**src/rtl/lkm_pkg.sv**
```systemverilog
package lkm_pkg;
   typedef enum logic {
      LK_REF  = 1'b0,
      LK_DATA = 1'b1
   } lk_state_e;
endpackage

```
**src/rtl/lkm_run_tracker.sv**
```systemverilog
module lkm_run_tracker #(
   parameter int RUN_LIMIT = 64
) (
   input  logic clk,
   input  logic rst_n,
   input  logic clr,
   input  logic vld,
   input  logic bit_in,
   output logic trans,
   output logic run_viol
);
   localparam int RW = $clog2(RUN_LIMIT + 1);
   localparam logic [RW-1:0] RUN_MAX = RW'(RUN_LIMIT);
   localparam logic [RW-1:0] RUN_ONE = RW'(1);

   logic          prev_bit;
   logic          have_prev;
   logic [RW-1:0] run_cnt;
   logic          same;

   assign same     = have_prev & (bit_in == prev_bit);
   assign trans    = vld & have_prev & (bit_in != prev_bit);
   assign run_viol = vld & same & (run_cnt >= RUN_MAX);

   always_ff @(posedge clk or negedge rst_n) begin
      if (!rst_n) begin
         prev_bit  <= 1'b0;
         have_prev <= 1'b0;
         run_cnt   <= '0;
      end else if (clr) begin
         have_prev <= 1'b0;
         run_cnt   <= '0;
      end else if (vld) begin
         prev_bit  <= bit_in;
         have_prev <= 1'b1;
         if (same)
            run_cnt <= (run_cnt >= RUN_MAX) ? run_cnt : run_cnt + RUN_ONE;
         else
            run_cnt <= RUN_ONE;
      end
   end
endmodule

```
**src/rtl/lkm_density_window.sv**
```systemverilog
module lkm_density_window #(
   parameter int WIN_LEN   = 256,
   parameter int MIN_TRANS = 31
) (
   input  logic clk,
   input  logic rst_n,
   input  logic clr,
   input  logic vld,
   input  logic trans,
   output logic dens_viol
);
   localparam int PW = $clog2(WIN_LEN);
   localparam int TW = $clog2(WIN_LEN + 1);
   localparam logic [PW-1:0] POS_LAST = PW'(WIN_LEN - 1);
   localparam logic [PW-1:0] POS_ONE  = PW'(1);
   localparam logic [TW-1:0] T_MIN    = TW'(MIN_TRANS);

   logic [PW-1:0] pos;
   logic [TW-1:0] tcnt;
   logic [TW-1:0] total;
   logic          last;

   assign last      = (pos == POS_LAST);
   assign total     = tcnt + TW'(trans);
   assign dens_viol = vld & last & (total < T_MIN);

   always_ff @(posedge clk or negedge rst_n) begin
      if (!rst_n) begin
         pos  <= '0;
         tcnt <= '0;
      end else if (clr) begin
         pos  <= '0;
         tcnt <= '0;
      end else if (vld) begin
         if (last) begin
            pos  <= '0;
            tcnt <= '0;
         end else begin
            pos  <= pos + POS_ONE;
            tcnt <= total;
         end
      end
   end
endmodule

```
**src/rtl/lkm_lock_fsm.sv**
```systemverilog
module lkm_lock_fsm
   import lkm_pkg::*;
#(
   parameter int ACQ_LEN = 250
) (
   input  logic clk,
   input  logic rst_n,
   input  logic force_ref,
   input  logic vld,
   input  logic viol,
   output logic locked
);
   localparam int AW = $clog2(ACQ_LEN + 1);
   localparam logic [AW-1:0] ACQ_LAST = AW'(ACQ_LEN - 1);
   localparam logic [AW-1:0] ACQ_ONE  = AW'(1);

   lk_state_e     state;
   logic [AW-1:0] clean_cnt;

   assign locked = (state == LK_DATA);

   always_ff @(posedge clk or negedge rst_n) begin
      if (!rst_n) begin
         state     <= LK_REF;
         clean_cnt <= '0;
      end else if (force_ref) begin
         state     <= LK_REF;
         clean_cnt <= '0;
      end else if (vld) begin
         if (viol) begin
            state     <= LK_REF;
            clean_cnt <= '0;
         end else if (state == LK_REF) begin
            if (clean_cnt == ACQ_LAST) begin
               state     <= LK_DATA;
               clean_cnt <= '0;
            end else begin
               clean_cnt <= clean_cnt + ACQ_ONE;
            end
         end
      end
   end
endmodule

```
**src/rtl/lkm_lock_monitor.sv**
```systemverilog
module lkm_lock_monitor #(
   parameter int RUN_LIMIT    = 64,
   parameter int WIN_LEN      = 256,
   parameter int MIN_TRANS    = 31,
   parameter int ACQ_LEN      = 250,
   parameter bit SYNC_TO_WORD = 1'b1
) (
   input  logic clk,
   input  logic rst_n,
   input  logic bit_vld,
   input  logic bit_in,
   input  logic force_ref_n,
   input  logic word_end,
   output logic lock_n,
   output logic use_ref
);
   if (RUN_LIMIT < 1) begin : g_bad_run
      $error("RUN_LIMIT must be at least 1");
   end
   if (WIN_LEN < 2 || MIN_TRANS > WIN_LEN) begin : g_bad_win
      $error("WIN_LEN must be >= 2 and MIN_TRANS <= WIN_LEN");
   end
   if (ACQ_LEN < 1) begin : g_bad_acq
      $error("ACQ_LEN must be at least 1");
   end

   logic force_ref;
   logic trans;
   logic run_viol;
   logic dens_viol;
   logic locked;

   assign force_ref = ~force_ref_n;

   lkm_run_tracker #(.RUN_LIMIT(RUN_LIMIT)) u_run (
      .clk(clk), .rst_n(rst_n), .clr(force_ref), .vld(bit_vld),
      .bit_in(bit_in), .trans(trans), .run_viol(run_viol)
   );

   lkm_density_window #(.WIN_LEN(WIN_LEN), .MIN_TRANS(MIN_TRANS)) u_win (
      .clk(clk), .rst_n(rst_n), .clr(force_ref), .vld(bit_vld),
      .trans(trans), .dens_viol(dens_viol)
   );

   lkm_lock_fsm #(.ACQ_LEN(ACQ_LEN)) u_fsm (
      .clk(clk), .rst_n(rst_n), .force_ref(force_ref), .vld(bit_vld),
      .viol(run_viol | dens_viol), .locked(locked)
   );

   assign lock_n = ~locked;

   if (SYNC_TO_WORD) begin : g_word_sync
      always_ff @(posedge clk or negedge rst_n) begin
         if (!rst_n)        use_ref <= 1'b1;
         else if (word_end) use_ref <= lock_n;
      end
   end else begin : g_free_run
      always_ff @(posedge clk or negedge rst_n) begin
         if (!rst_n) use_ref <= 1'b1;
         else        use_ref <= lock_n;
      end
   end
endmodule

```
**config.mk**
```make
export PLATFORM = sky130hd
export DESIGN_NAME = lkm_lock_monitor
export DESIGN_NICKNAME = d
export VERILOG_FILES = /design/src/rtl/lkm_pkg.sv /design/src/rtl/lkm_run_tracker.sv /design/src/rtl/lkm_density_window.sv /design/src/rtl/lkm_lock_fsm.sv /design/src/rtl/lkm_lock_monitor.sv
export SDC_FILE = /design/constraint.sdc
export NUM_CORES = 1
export LEC_CHECK = 0
export ABC_AREA = 1
export ABC_CLOCK_PERIOD_IN_PS = 5200
export CORE_ASPECT_RATIO = 2
export CORE_UTILIZATION = 41
export CTS_BUF_LIST = sky130_fd_sc_hd__clkbuf_4 sky130_fd_sc_hd__clkbuf_8
export CTS_CLUSTER_SIZE = 30
export DETAILED_ROUTE_END_ITERATION = 8
export SLEW_MARGIN = 5
export SYNTH_ARGS = -nofsm -noshare
export SYNTH_HDL_FRONTEND = slang
export SYNTH_SLANG_ARGS = --single-unit
export TNS_END_PERCENT = 5
```
**constraint.sdc**
```tcl
create_clock -name clk -period 5.2 [get_ports clk]
set_input_delay 1.04 -clock clk [delete_from_list [all_inputs] [get_ports clk]]
set_output_delay 1.04 -clock clk [all_outputs]
set_load 0.02 [all_outputs]
```
# After elaboration in Yosys (flattened, before gate mapping)
# Cells that the tools add are included.
[op_classes]
n_addsub = 4
order_cmp = 2
eq_ne = 7
n_mux = 22
n_bitwise = 9
reduce_logical = 3
[ops]
columns = ["op", "n"]
rows = [
  ["two-way mux 8 bit", 8],
  ["two-way mux 7 bit", 4],
  ["two-way mux 9 bit", 3],
  ["adder 8 x 1 -> 8 bit (second input constant)", 2],
  ["== test 8 bit (second input constant)", 2],
  ["adder 9 x 1 -> 9 bit", 1],
  ["less-than comparator 9 x 5 -> 1 bit (second input constant)", 1],
  ["adder 7 x 1 -> 7 bit (second input constant)", 1],
  ["bitwise AND 1 bit", 7],
  [">= comparator 7 bit (second input constant)", 1],
  ["two-way mux 1 bit", 7],
  ["AND reduction 2 bit", 3],
  ["inequality test 3 x 2 -> 1 bit (second input constant)", 1],
  ["inequality test 3 bit (second input constant)", 1],
  ["inequality test 2 bit (second input constant)", 1],
  ["== test 1 bit", 1],
  ["inequality test 1 bit", 1],
  ["NOT 1 bit", 1],
  ["bitwise OR 1 bit", 1],
]
[word_totals]
ff_bits = 36
in_bits = 6
output_inout_bits = 2
word_cells = 55

# Longest topological paths before layout
[logic_depth]
ltp_word = 9
depth_mapped = 18

# Cells and area by module
# Synthesis repeated with hierarchy kept, for this count alone.
[hier_totals]
hier_cells = 297
hier_area_um2 = 2248.4
[modules_own_cells]
columns = ["module", "n_inst", "cells_each", "area_each_um2", "seq_area_each_um2"]
rows = [
  ["lkm_density_window", 1, 135, 1012.2, 425.4],
  ["lkm_lock_fsm", 1, 83, 613.1, 225.2],
  ["lkm_run_tracker", 1, 71, 568.0, 225.2],
  ["lkm_lock_monitor", 1, 8, 55.1, 26.3],
]

# Worst setup path before layout
# OpenSTA, ideal clock, no wires.
[synth_timing]
kind = "input -> register"
from = "input bit_in"
to = "register u_fsm.clean_cnt[6]"
setup_ps = 119
arrival_time_ps = 2696
slack_ps = 2385
cell_stages = 17
n_path_buf = 1
cell_sequence = "xor2_1 > nand2_1 > nor2_1 > ha_1 > ha_1 > nand2_2 > nor2_2 > nand3_1 > nand2_1 > nand2_2 > nor2_4 > nand2_4 > nand3_4 > nand2_4 > buf_6 > nand2_2 > o21ai_2"
[synth_via]
elab_chain_len = 9
word_cells_on_any_way = 15
[synth_lines]
columns = ["element", "line", "text"]
rows = [
  ["start, declared", "lkm_lock_monitor.sv:11", "input logic bit_in,"],
  ["inequality test 1 bit", "lkm_run_tracker.sv:22", "assign trans = vld & have_prev & (bit_in != prev_bit);"],
  ["bitwise AND 1 bit", "lkm_run_tracker.sv:22", ""],
  ["adder 9 x 1 -> 9 bit", "lkm_density_window.sv:24", "assign total = tcnt + TW'(trans);"],
  ["less-than comparator 9 x 5 -> 1 bit", "lkm_density_window.sv:25", "assign dens_viol = vld & last & (total < T_MIN);"],
  ["bitwise AND 1 bit", "lkm_density_window.sv:25", ""],
  ["bitwise OR 1 bit (*)", "lkm_lock_monitor.sv:47", ".viol(run_viol | dens_viol), .locked(locked)"],
  ["two-way mux 8 bit", "lkm_lock_fsm.sv:30", "if (viol) begin"],
  ["two-way mux 8 bit", "lkm_lock_fsm.sv:29", "end else if (vld) begin"],
  ["two-way mux 8 bit", "lkm_lock_fsm.sv:26", "end else if (force_ref) begin"],
  ["end signal, assigned", "lkm_lock_fsm.sv:38", "clean_cnt <= clean_cnt + ACQ_ONE;"],
  ["end, declared", "lkm_lock_fsm.sv:18", "logic [AW-1:0] clean_cnt;"],
]
# Mark *: on every way between the ends. The rest lies on a longest branch, timed or not. The select of a mux whose other input is x is not followed.
# A chain may end at the register's enable or synchronous reset.

# Worst setup path after layout
[layout_timing]
from = "input bit_in"
to = "register u_fsm.clean_cnt[3]"
# Same word-level chain as after synthesis.

==> impl_metrics.json <==
{
  "outcome": "finished, final reports clean",
  "grt_pass1_wl_um": 7790,
  "cp-start-kind": "input pin",
  "antenna_found_initial": 0,
  "place.gp.congestion": 0.902,
  "finalCritPeriodShare_pct": 62.8,
  "initialDrtViolationCount": 11,
  "grtUsageTotal_pct": 19.5,
  "leakage_nw": 1.08,
  "placedInstanceArea_um2": 2210,
  "drv_slew": 0,
  "synth_ff_type": "dfrtp_1",
  "rsz0062_at_grt": "no",
  "drive_above_1_share_pct": 13.4,
  "die_w_um": 52.5,
  "tightest_slew_ps": 801,
  "worstSetupPathType": "in2reg",
  "setup_violations": 0,
  "grt_pass1_vias": 1854,
  "cts_tree": "yes",
  "root_buffer": "clkbuf_8",
  "synthCells": 264,
  "setup_tns_ps": 0,
  "endpoint_kind": "flop",
  "routed_wl_um": 4490,
  "layout_commonest_cell": "nand2_1",
  "hold_viol_final": 0,
  "dr.pass1.iters": 4,
  "grt_max_degree": 37,
  "register_area_um2": 902,
  "finalNonFillerCells": 334,
  "area_delta_synth_final_pct": 11.1,
  "h-tree-depth": 2,
  "clockBufferDepth": 2,
  "period_minus_slack_ps": 3270,
  "avgSynthCellArea_um2": 7.93,
  "synth_edf_count": 0,
  "drt_drc_violations_left": 0,
  "initial_core_util_pct": 42.6,
  "ys_ff_latch": 36,
  "ctsResizeCount": 0,
  "portBuffers": 7,
  "synth-warning-count": 0,
  "fill_cells": 494,
  "clkTransAtPathRegs_ps": 80,
  "final.setup_skew_ps": 8.02,
  "critPathMaxFanout": 4,
  "ioPinCount": 8,
  "critPathRequiredTime_ps": 5430,
  "gr-total-overflow": 0,
  "ant_nets": 0,
  "vias": 1743,
  "rows": 36,
  "cts.sink_count": 36,
  "min_path_type": "reg2reg",
  "peakVddDrop_mv": 0.247,
  "clock_latency_ps": 280,
  "multiInputGateArea_um2": 1040,
  "n_antenna_cell": 0,
  "fp.dieH_um": 103,
  "ys_types": 33,
  "fmax_mhz": 306,
  "fin_area_um2": 2330,
  "routedWlPerCell_um": 13.4,
  "die_area_um2": 5410,
  "post_cts_buffers": 0,
  "final_cell_mix": "66 x nand2_1, 35 x dfrtp_1, 30 x inv_1, 22 x nor2_1, 17 x nand3_1",
  "syn_nets": 277,
  "cts-buffers-inserted": 5,
  "netlist_area_um2": 2090,
  "max-slew-margin-rel_pct": 46.6,
  "pwr_density_cell_nw_per_um2": 254,
  "synthArstFlopShare_pct": 100,
  "place_inst": 326,
  "core_um2": 4910,
  "crit_arrival_ps": 3490,
  "cap_violations": 0,
  "seq_area_frac_synth_pct": 43.1,
  "nets": 289,
  "reg2reg_slack_ps": 2780,
  "dp_hpwl_um": 3320,
  "ctsHoldBuffers": 0,
  "viasPerCell": 5.22
}
cell usage after synthesis, types with 6 or more instances:
cell type / count / share of area [%]
nand2_1: 66 / 12
dfrtp_1: 35 / 42
inv_1: 30 / 5.4
nor2_1: 22 / 3.9
nand3_1: 17 / 4.1
nand2_2: 10 / 3.0
a21oi_1: 9 / 2.2
nand4_1: 9 / 2.7
o21ai_0: 8 / 1.9
o22ai_1: 8 / 2.4
ha_1: 7 / 4.2
xor2_1: 6 / 2.5
through the flow:
stage	setup slack [ps]	util [%]	power (mW)	hold slack (ps)
finish	1930	47.4	0.590	470
detailed placement	1590	45.1	0.348	471
CTS	1890	47.4	0.600	476
global route	1630	47.4	0.614	492
global placement	1640	45.1	0.348	462
floorplan	2390	-	0.329	405
area by class of cell:
type,instances,share of cell area (%)
Timing Repair Buffer,7,2.80
Tap cell,57,3.07
Clock inverter,3,1.83
Sequential cell,36,38.8
Multi-Input combinational cell,190,44.6
Clock buffer,5,2.96
Inverter,36,5.92
worst max-delay path: stages:
cell and delay (ps):
clkdlybuf4s50_1 490, xor2_1 220, nand2_1 70, nor2_1 170, ha_1 180, ha_1 210, nand2_2 90, nor2_2 130
nand2_1 60, nand2_1 80, nand3_1 70, nand2_1 70, inv_2 50, a21boi_1 320, nand4_1 150, nand2_1 90
sequential cells by signal, indices dropped and copies added (netlist names):
name,flops
use_ref,1
u_fsm.locked,1
u_run.run_cnt,7
u_fsm.clean_cnt,8
u_win.tcnt,9
u_run.have_prev,1
u_win.pos,8
u_run.prev_bit,1
path summary, 6_finish.rpt:
path	startpoint	end	depth (start not counted)
max	bit_in	u_fsm.clean_cnt[3]$_DFFE_PN0P_	16
min	u_fsm.locked$_DFFE_PN0P_	use_ref$_DFFE_PN1P_	1
max reg2reg	u_run.prev_bit$_DFFE_PN0P_	u_fsm.clean_cnt[3]$_DFFE_PN0P_	15
min reg2reg	u_fsm.locked$_DFFE_PN0P_	use_ref$_DFFE_PN1P_	1
max in group asynchronous	rst_n	u_run.run_cnt[0]$_DFFE_PN0P_	1
min in group asynchronous	rst_n	u_run.run_cnt[3]$_DFFE_PN0P_	1
kinds of logic after synthesis:
group                    Yosys count  share of synthesized area (%)
buffers and inverters             38                           7.29
flip-flops                        36                           43.1
AO/OA/AOI/OAI                     39                           12.0
XOR/XNOR                           8                           3.35
AND/OR/NAND/NOR                  136                           30.1
adder cells (fa/ha/maj)            7                           4.18
report_power, final:
| part | leakage, nW | switching, mW | internal, mW |
|---|---|---|---|
| logic | 0.532 | 0.0315 | 0.0159 |
| registers | 0.490 | 0.00739 | 0.287 |
| clock network | 0.0541 | 0.106 | 0.142 |
layer usage:
metal  global-route usage (%)  routed length (µm)
met3                     2.80                  73
met4                     10.7                 127
met2                     35.9                2480
met5                        0                   0
met1                     20.2                1810
(Power assumes the default switching activity.)
